$ cat src/rtl/oc_pkg.sv
// Package: shared mode encodings and decode helpers for the output-compare channel.
// Assumes the 4-bit mode encodings below are fixed by software convention.
package oc_pkg;

    localparam logic [3:0] MODE_OFF    = 4'b0000;
    localparam logic [3:0] MODE_TOGGLE = 4'b0010;
    localparam logic [3:0] MODE_SET    = 4'b1000;
    localparam logic [3:0] MODE_CLR    = 4'b1001;
    localparam logic [3:0] MODE_SWINT  = 4'b1010;
    localparam logic [3:0] MODE_EVENT  = 4'b1011;

    // True for encodings that react to a match at all.
    function automatic logic mode_active(input logic [3:0] m);
        return (m == MODE_TOGGLE) || (m == MODE_SET) || (m == MODE_CLR) ||
               (m == MODE_SWINT)  || (m == MODE_EVENT);
    endfunction

    // True for encodings in which the compare latch owns the pad value.
    function automatic logic mode_drives_pin(input logic [3:0] m);
        return (m == MODE_TOGGLE) || (m == MODE_SET) || (m == MODE_CLR);
    endfunction

endpackage

$ cat src/rtl/oc_match.sv
// Module: holds the compare value, selects one timer count and produces a
// single-cycle match pulse on the first cycle of equality.
// Assumes timer counts are synchronous to clk.
module oc_match #(
    parameter int W       = 16,
    parameter int NUM_TMR = 2,
    localparam int SEL_W  = (NUM_TMR > 1) ? $clog2(NUM_TMR) : 1
) (
    input  logic                      clk,
    input  logic                      rst_n,
    input  logic                      cmp_wr,
    input  logic [W-1:0]              cmp_data,
    input  logic [SEL_W-1:0]          tmr_sel,
    input  logic [NUM_TMR-1:0][W-1:0] tmr_cnt,
    output logic                      match
);

    logic [W-1:0] cmp_q;
    logic [W-1:0] cnt_sel;
    logic         eq;
    logic         eq_q;

    // Compare value register, loaded by software writes.
    always_ff @(posedge clk) begin
        if (!rst_n)      cmp_q <= '0;
        else if (cmp_wr) cmp_q <= cmp_data;
    end

    // Pick the selected timer count and compare it.
    always_comb begin
        cnt_sel = tmr_cnt[tmr_sel];
        eq      = (cnt_sel == cmp_q);
    end

    // Remember last cycle's equality for edge detection.
    always_ff @(posedge clk) begin
        if (!rst_n) eq_q <= 1'b0;
        else        eq_q <= eq;
    end

    assign match = eq && !eq_q;

    // a match never lasts two cycles in a row.
    p_single_pulse_r5: assert property (@(posedge clk) disable iff (!rst_n)
        match |=> !match);

endmodule

$ cat src/rtl/oc_action.sv
// Module: mode register, compare output latch, pad mux and event pulses.
// Assumes match is a single-cycle pulse from oc_match.
module oc_action
    import oc_pkg::*;
#(
    parameter int  NUM_TMR     = 2,
    parameter bit  ADC_CAPABLE = 1'b1,
    localparam int SEL_W       = (NUM_TMR > 1) ? $clog2(NUM_TMR) : 1
) (
    input  logic               clk,
    input  logic               rst_n,
    input  logic               cfg_wr,
    input  logic [3:0]         cfg_mode,
    input  logic               match,
    input  logic [SEL_W-1:0]   tmr_sel,
    input  logic               adc_en,
    input  logic               io_latch,
    input  logic               out_en,
    output logic               pad_o,
    output logic               pad_oe,
    output logic [NUM_TMR-1:0] tmr_clr,
    output logic               adc_start,
    output logic               flag_set
);

    logic [3:0] mode_q;
    logic       latch_q;
    logic       evt;

    // Mode register.
    always_ff @(posedge clk) begin
        if (!rst_n)      mode_q <= MODE_OFF;
        else if (cfg_wr) mode_q <= cfg_mode;
    end

    // Compare output latch: cleared by an all-zero mode write, else updated on match.
    always_ff @(posedge clk) begin
        if (!rst_n) begin
            latch_q <= 1'b0;
        end else if (cfg_wr && (cfg_mode == MODE_OFF)) begin
            latch_q <= 1'b0;
        end else if (match) begin
            case (mode_q)
                MODE_SET:    latch_q <= 1'b1;
                MODE_CLR:    latch_q <= 1'b0;
                MODE_TOGGLE: latch_q <= !latch_q;
                default:     latch_q <= latch_q;
            endcase
        end
    end

    // Pad mux and direction.
    always_comb begin
        pad_o  = mode_drives_pin(mode_q) ? latch_q : io_latch;
        pad_oe = out_en;
    end

    assign flag_set = match && mode_active(mode_q);
    assign evt      = match && (mode_q == MODE_EVENT);

    // Per-timer reset pulse to the selected timer only.
    for (genvar i = 0; i < NUM_TMR; i++) begin : g_tclr
        assign tmr_clr[i] = evt && (tmr_sel == SEL_W'(i));
    end

    // Converter start exists only on the converter-capable variant.
    if (ADC_CAPABLE) begin : g_adc
        assign adc_start = evt && adc_en;
    end else begin : g_no_adc
        assign adc_start = 1'b0;
    end

    p_set_high_r2: assert property (@(posedge clk) disable iff (!rst_n)
        (match && !cfg_wr && mode_q == MODE_SET) |=> latch_q);
    p_clr_low_r3: assert property (@(posedge clk) disable iff (!rst_n)
        (match && !cfg_wr && mode_q == MODE_CLR) |=> !latch_q);
    p_toggle_r4: assert property (@(posedge clk) disable iff (!rst_n)
        (match && !cfg_wr && mode_q == MODE_TOGGLE) |=> (latch_q != $past(latch_q)));
    p_no_pin_r6: assert property (@(posedge clk) disable iff (!rst_n)
        (match && !cfg_wr && mode_q == MODE_SWINT) |=> $stable(latch_q));
    p_tclr_onehot_r7: assert property (@(posedge clk) disable iff (!rst_n)
        $onehot0(tmr_clr));
    p_off_clears_r9: assert property (@(posedge clk) disable iff (!rst_n)
        (cfg_wr && cfg_mode == MODE_OFF) |=> !latch_q);

endmodule

$ cat src/rtl/oc_irq.sv
// Module: sticky interrupt flag and gated interrupt request.
// Assumes a set and a clear in the same cycle resolve as set.
module oc_irq (
    input  logic clk,
    input  logic rst_n,
    input  logic flag_set,
    input  logic flag_clr,
    input  logic irq_en,
    output logic irq_flag,
    output logic irq_req
);

    // Flag register: set by match, cleared by software.
    always_ff @(posedge clk) begin
        if (!rst_n)        irq_flag <= 1'b0;
        else if (flag_set) irq_flag <= 1'b1;
        else if (flag_clr) irq_flag <= 1'b0;
    end

    assign irq_req = irq_flag && irq_en;

    p_sticky_r10: assert property (@(posedge clk) disable iff (!rst_n)
        (irq_flag && !flag_clr) |=> irq_flag);
    p_set_r10: assert property (@(posedge clk) disable iff (!rst_n)
        flag_set |=> irq_flag);

endmodule

$ cat src/rtl/oc_channel.sv
// Module: top of one output-compare channel.
// Assumes both timer counts are synchronous free-running counts on clk.
module oc_channel #(
    parameter int  W           = 16,
    parameter int  NUM_TMR     = 2,
    parameter bit  ADC_CAPABLE = 1'b1,
    localparam int SEL_W       = (NUM_TMR > 1) ? $clog2(NUM_TMR) : 1
) (
    input  logic                      clk,
    input  logic                      rst_n,
    input  logic                      cfg_wr,
    input  logic [3:0]                cfg_mode,
    input  logic                      cmp_wr,
    input  logic [W-1:0]              cmp_data,
    input  logic [SEL_W-1:0]          tmr_sel,
    input  logic [NUM_TMR-1:0][W-1:0] tmr_cnt,
    input  logic                      adc_en,
    input  logic                      io_latch,
    input  logic                      out_en,
    input  logic                      flag_clr,
    input  logic                      irq_en,
    output logic                      pad_o,
    output logic                      pad_oe,
    output logic [NUM_TMR-1:0]        tmr_clr,
    output logic                      adc_start,
    output logic                      irq_flag,
    output logic                      irq_req
);

    logic match;
    logic flag_set;

    oc_match #(.W(W), .NUM_TMR(NUM_TMR)) u_match (
        .clk(clk), .rst_n(rst_n), .cmp_wr(cmp_wr), .cmp_data(cmp_data),
        .tmr_sel(tmr_sel), .tmr_cnt(tmr_cnt), .match(match)
    );

    oc_action #(.NUM_TMR(NUM_TMR), .ADC_CAPABLE(ADC_CAPABLE)) u_action (
        .clk(clk), .rst_n(rst_n), .cfg_wr(cfg_wr), .cfg_mode(cfg_mode),
        .match(match), .tmr_sel(tmr_sel), .adc_en(adc_en), .io_latch(io_latch),
        .out_en(out_en), .pad_o(pad_o), .pad_oe(pad_oe), .tmr_clr(tmr_clr),
        .adc_start(adc_start), .flag_set(flag_set)
    );

    oc_irq u_irq (
        .clk(clk), .rst_n(rst_n), .flag_set(flag_set), .flag_clr(flag_clr),
        .irq_en(irq_en), .irq_flag(irq_flag), .irq_req(irq_req)
    );

    // pad direction always tracks the external enable.
    p_oe_follow_r11: assert property (@(posedge clk) disable iff (!rst_n)
        pad_oe == out_en);

endmodule

$ cat config.mk
export PLATFORM = sky130hd
export DESIGN_NAME = oc_channel
export DESIGN_NICKNAME = d
export VERILOG_FILES = /design/src/rtl/oc_pkg.sv /design/src/rtl/oc_match.sv /design/src/rtl/oc_action.sv /design/src/rtl/oc_irq.sv /design/src/rtl/oc_channel.sv
export SDC_FILE = /design/constraint.sdc
export NUM_CORES = 1
export LEC_CHECK = 0
export BUFFER_PORTS_ARGS = -buffer_cell sky130_fd_sc_hd__clkbuf_2
export CORE_MARGIN = 1
export CORE_UTILIZATION = 48
export CTS_CLUSTER_DIAMETER = 200
export DETAILED_ROUTE_END_ITERATION = 6
export PLACE_DENSITY_LB_ADDON = 0.12
export SETUP_SLACK_MARGIN = 0.1
export SYNTH_ARGS = -nofsm -noshare
export SYNTH_HDL_FRONTEND = slang
export SYNTH_HIERARCHICAL = 1
export SYNTH_SLANG_ARGS = --single-unit
$ cat constraint.sdc
create_clock -name clk -period 5.1 [get_ports clk]
set_clock_uncertainty 0.05 [all_clocks]
set_input_delay 0.51 -clock clk [delete_from_list [all_inputs] [get_ports clk]]
set_output_delay 0.51 -clock clk [all_outputs]
set_load 0.02 [all_outputs]
==> results.md <==
- Die Area: roughly 3000 um2
- Final Power: 363 uW
- Synth Warn #: 6
- Psw: 96.4 uW
- Worst-path clk slew: 0.12 ns
- Overflow left after global routing: 0
- Setup-failing EPs final: 0
- Crit path time final: ~3.3 ns
- Total number of H-tree levels: 1
- CTS tree: built
- Data required, critical path: 4.54 ns
- Drt initial violations: 6
- Post-synthesis simple-gate area fraction: between 10% and 20%
- Via/cell ratio: 5.10
- Crit Reg-Reg Endpoint: u_action/latch_q
- Clock share of power: roughly 23%
- Setup TNS Final: 0 ns
- FF-to-FF path depth: 7
- Largest net degree at the start of global routing: 19
- EDFF count, synth: 0
- Critical Path AT: 2.72 ns
- I/O pin cnt: 69
- Initial antenna violation count: 0
- Routed WL: around 2800 um
- Synth Area in Adders: 0%
- Max Slew Vio Count: 0
- Crit path capture type: output port
- Worst R2R Setup Slack: 3.13 ns
- Synth Area in Compound Gates: 5.90%
- HP Class: in -> reg
- Cell Int Power: 267 uW
- Post-synth net total: 199
- Layout Cells excl Fill: 230
- Mux cell area share after synthesis: 27.0%
- Highest clock rate: between 300 and 400 MHz
- Mapped cell area: 1340 um2
- Met2 Usage GRT: 33.1%
- Gate count of the mapped netlist: 137
- Core area: 2540 um2
- Inst Count DP: 226
- XOR/XNOR share of the synthesized area: between 10% and 20%
- Die H: 54.8 um
- Skew-Pair Late Insertion Delay: 0.31 ns
- Maxcap violations: 0
- Area of the multi-input gates: between 800 and 900 um2
- RSZ-0062 raised after global routing: false
- Hold Crit Endpoint: u_match/cmp_q[13]
- Final hold violation count: 0
- Vias in the first global route: 1037
- Crit start category: primary input
- Met3 GRT Util: 2.78%
- DIE WIDTH: 54.8 um
- Wire per inst: between 10 and 15 um
- Busiest layer in global routing: met2
- Post-CTS Resized: 0
- VDD IR max: approximately 0.19 mV
- Wire length of the first global-routing pass: 4200 um
- FF-to-FF Start: u_match/cmp_q[13]
- Worst Min Path Start: cmp_data[13]
- Number of buffers created by CTS: 3
- Number of I/O port buffers: 66
- Antenna cells: 0
- Drc violations: 0
- CTS Sinks: 23
- Sw frac: 26.5%
- Slew Limit Headroom: a little under two thirds
- CTS Hold Bufs: 0
- Syn avg cell area: 9.75 um2
- Synth unique cells: 32
- Area Overhead vs Synth: 25.3%
- Status: completed
- Slowest CP cell: clkbuf_2
- RePlAce Congestion: 0.713
- CTS Root Cell: clkbuf_4
- FFs w/ async S/R, synth: 0%
- Gate power share: between 20% and 30%
- Crit Path Class: in -> out
- Met1 Use GR: 24.7%
- Via count: between 1000 and 1500
- Clock tree buffer depth: 2
- Post-DRT Antenna Nets: 0
- Setup bufs post-CTS: 0
- Sequential share of power: 54.3%
- Register area share after synthesis: 34.5%
- Crit Path Max Fanout: 18
- FF+latch area: roughly 460 um2
- Least-Margin Pin Slew: around 0.55 ns
- # fillers: 226
- Main combinational cell family by area after synthesis: multiplexers
- Pleak: 0.831 nW
- CP cell instances: clkbuf_2 > mux2i_1 > xnor2_1 > nor4_1 > nand4_1 > nor2_1 > and4b_1 > nand2_1 > nor2_1 > clkbuf_2
- Initial core utilization: between 50% and 60%
- 1st-pass router iterations: 4
- Ys flop type: dfxtp_1
- Biggest cell delay along the critical path: 0.43 ns
- Hold depth: 3
- Fin crit share: between 60% and 70%
- Share of cells above drive strength 1: 36.5%
- Total global routing track utilization: about a fifth
- Dpl hpwl: around 2200 um
- #FFs+latches synth: 23
- Nets: 263
- # rows: 18
- P per Cell Area: 217 nW/um2
[layout make-up]
type	count	share of cell area, %
Timing Repair Buffer	66	19.7
Sequential cell	23	27.5
Multi-Input combinational cell	103	48.1
Clock buffer	4	1.57
Tap cell	30	2.24
Inverter	4	0.897
[through the flow]
step | hold slack [ns] | worst slack (ns) | cell area, um2 | utilization [%]
CTS | 0.365 | 1.79 | 1670 | 65.8
finish | 0.380 | 1.82 | 1670 | 65.8
global placement | 0.446 | 1.84 | 1650 | 64.7
floorplan | 0.432 | 2.30 | 1340 | -
detailed placement | 0.457 | 1.78 | 1650 | 64.7
global route | 0.372 | 1.55 | 1670 | 65.8
[worst max-delay path by stage]
| stage | startpoint | to | slack [ns] |
|---|---|---|---|
| after global routing | tmr_sel | tmr_clr[0] | 1.55 |
| final | tmr_sel | tmr_clr[0] | 1.82 |
| after global placement | tmr_sel | tmr_clr[0] | 1.84 |
| after floorplan | tmr_sel | tmr_clr[0] | 2.30 |
| after detailed placement | tmr_sel | tmr_clr[0] | 1.78 |
| after CTS | tmr_sel | tmr_clr[0] | 1.79 |
[power by group through the flow]
| stage | Combinational (mW) | Clock (mW) | Sequential, mW |
|---|---|---|---|
| floorplan | 0.0562 | 0 | 0.199 |
| global placement | 0.0807 | 0 | 0.201 |
| detailed placement | 0.0834 | 0 | 0.201 |
| CTS | 0.0837 | 0.0889 | 0.197 |
| global route | 0.0916 | 0.0951 | 0.199 |
| finish | 0.0825 | 0.0836 | 0.197 |
[cells by family after synthesis]
logic type | after synthesis
xor+xnor | 16
simple gates | 41
mux | 36
buf+inv | 11
flops | 23
compound gates | 10
[critical path: cells and delay by family]
family | cells | cell delay (ns)
buffers and inverters | 2 | 0.61
AND/OR/NAND/NOR | 6 | 1.19
multiplexers | 1 | 0.31
XOR/XNOR | 1 | 0.09
[sequential cells by signal (all words and copies together) (netlist names)]
name and flops:
u_action/latch_q 1, u_irq/irq_flag 1, u_match/eq_q 1, u_match/cmp_q 16, u_action/mode_q 4
[synth_stat cells (all sizes together), types with 2 or more instances]
cell / count / area, um2
inv: 3 / 11.3
clkbuf: 2 / 7.51
mux2i: 36 / 360
and3: 2 / 12.5
xnor2: 16 / 140
o21ai: 2 / 10.0
o221a: 2 / 22.5
dfxtp: 23 / 460
buf: 5 / 48.8
nor2b: 5 / 38.8
nand2b: 3 / 26.3
nor4: 4 / 25.0
nor2: 21 / 78.8
[routing by layer]
metal / routed length [um] / vias to the layer above
met3: 202 / 4
met5: 0 / -
li1: - / 603
met2: 1320 / 53
met4: 34 / 0
met1: 1210 / 514
[cells in the final DEF, fill, tap and decap left out, types with 2 or more instances in the layout]
| master | netlist | routed |
|---|---|---|
| clkbuf_2 | 0 | 66 |
| mux2i_1 | 36 | 36 |
| dfxtp_1 | 23 | 23 |
| nor2_1 | 21 | 21 |
| xnor2_1 | 16 | 16 |
| nor2b_1 | 4 | 4 |
| nor4_1 | 4 | 4 |
| clkbuf_4 | 0 | 3 |
| inv_1 | 3 | 3 |
| o21ai_0 | 2 | 2 |
| nand2b_1 | 2 | 2 |
| and3_1 | 2 | 2 |
Power figures use the tool's default switching activity.
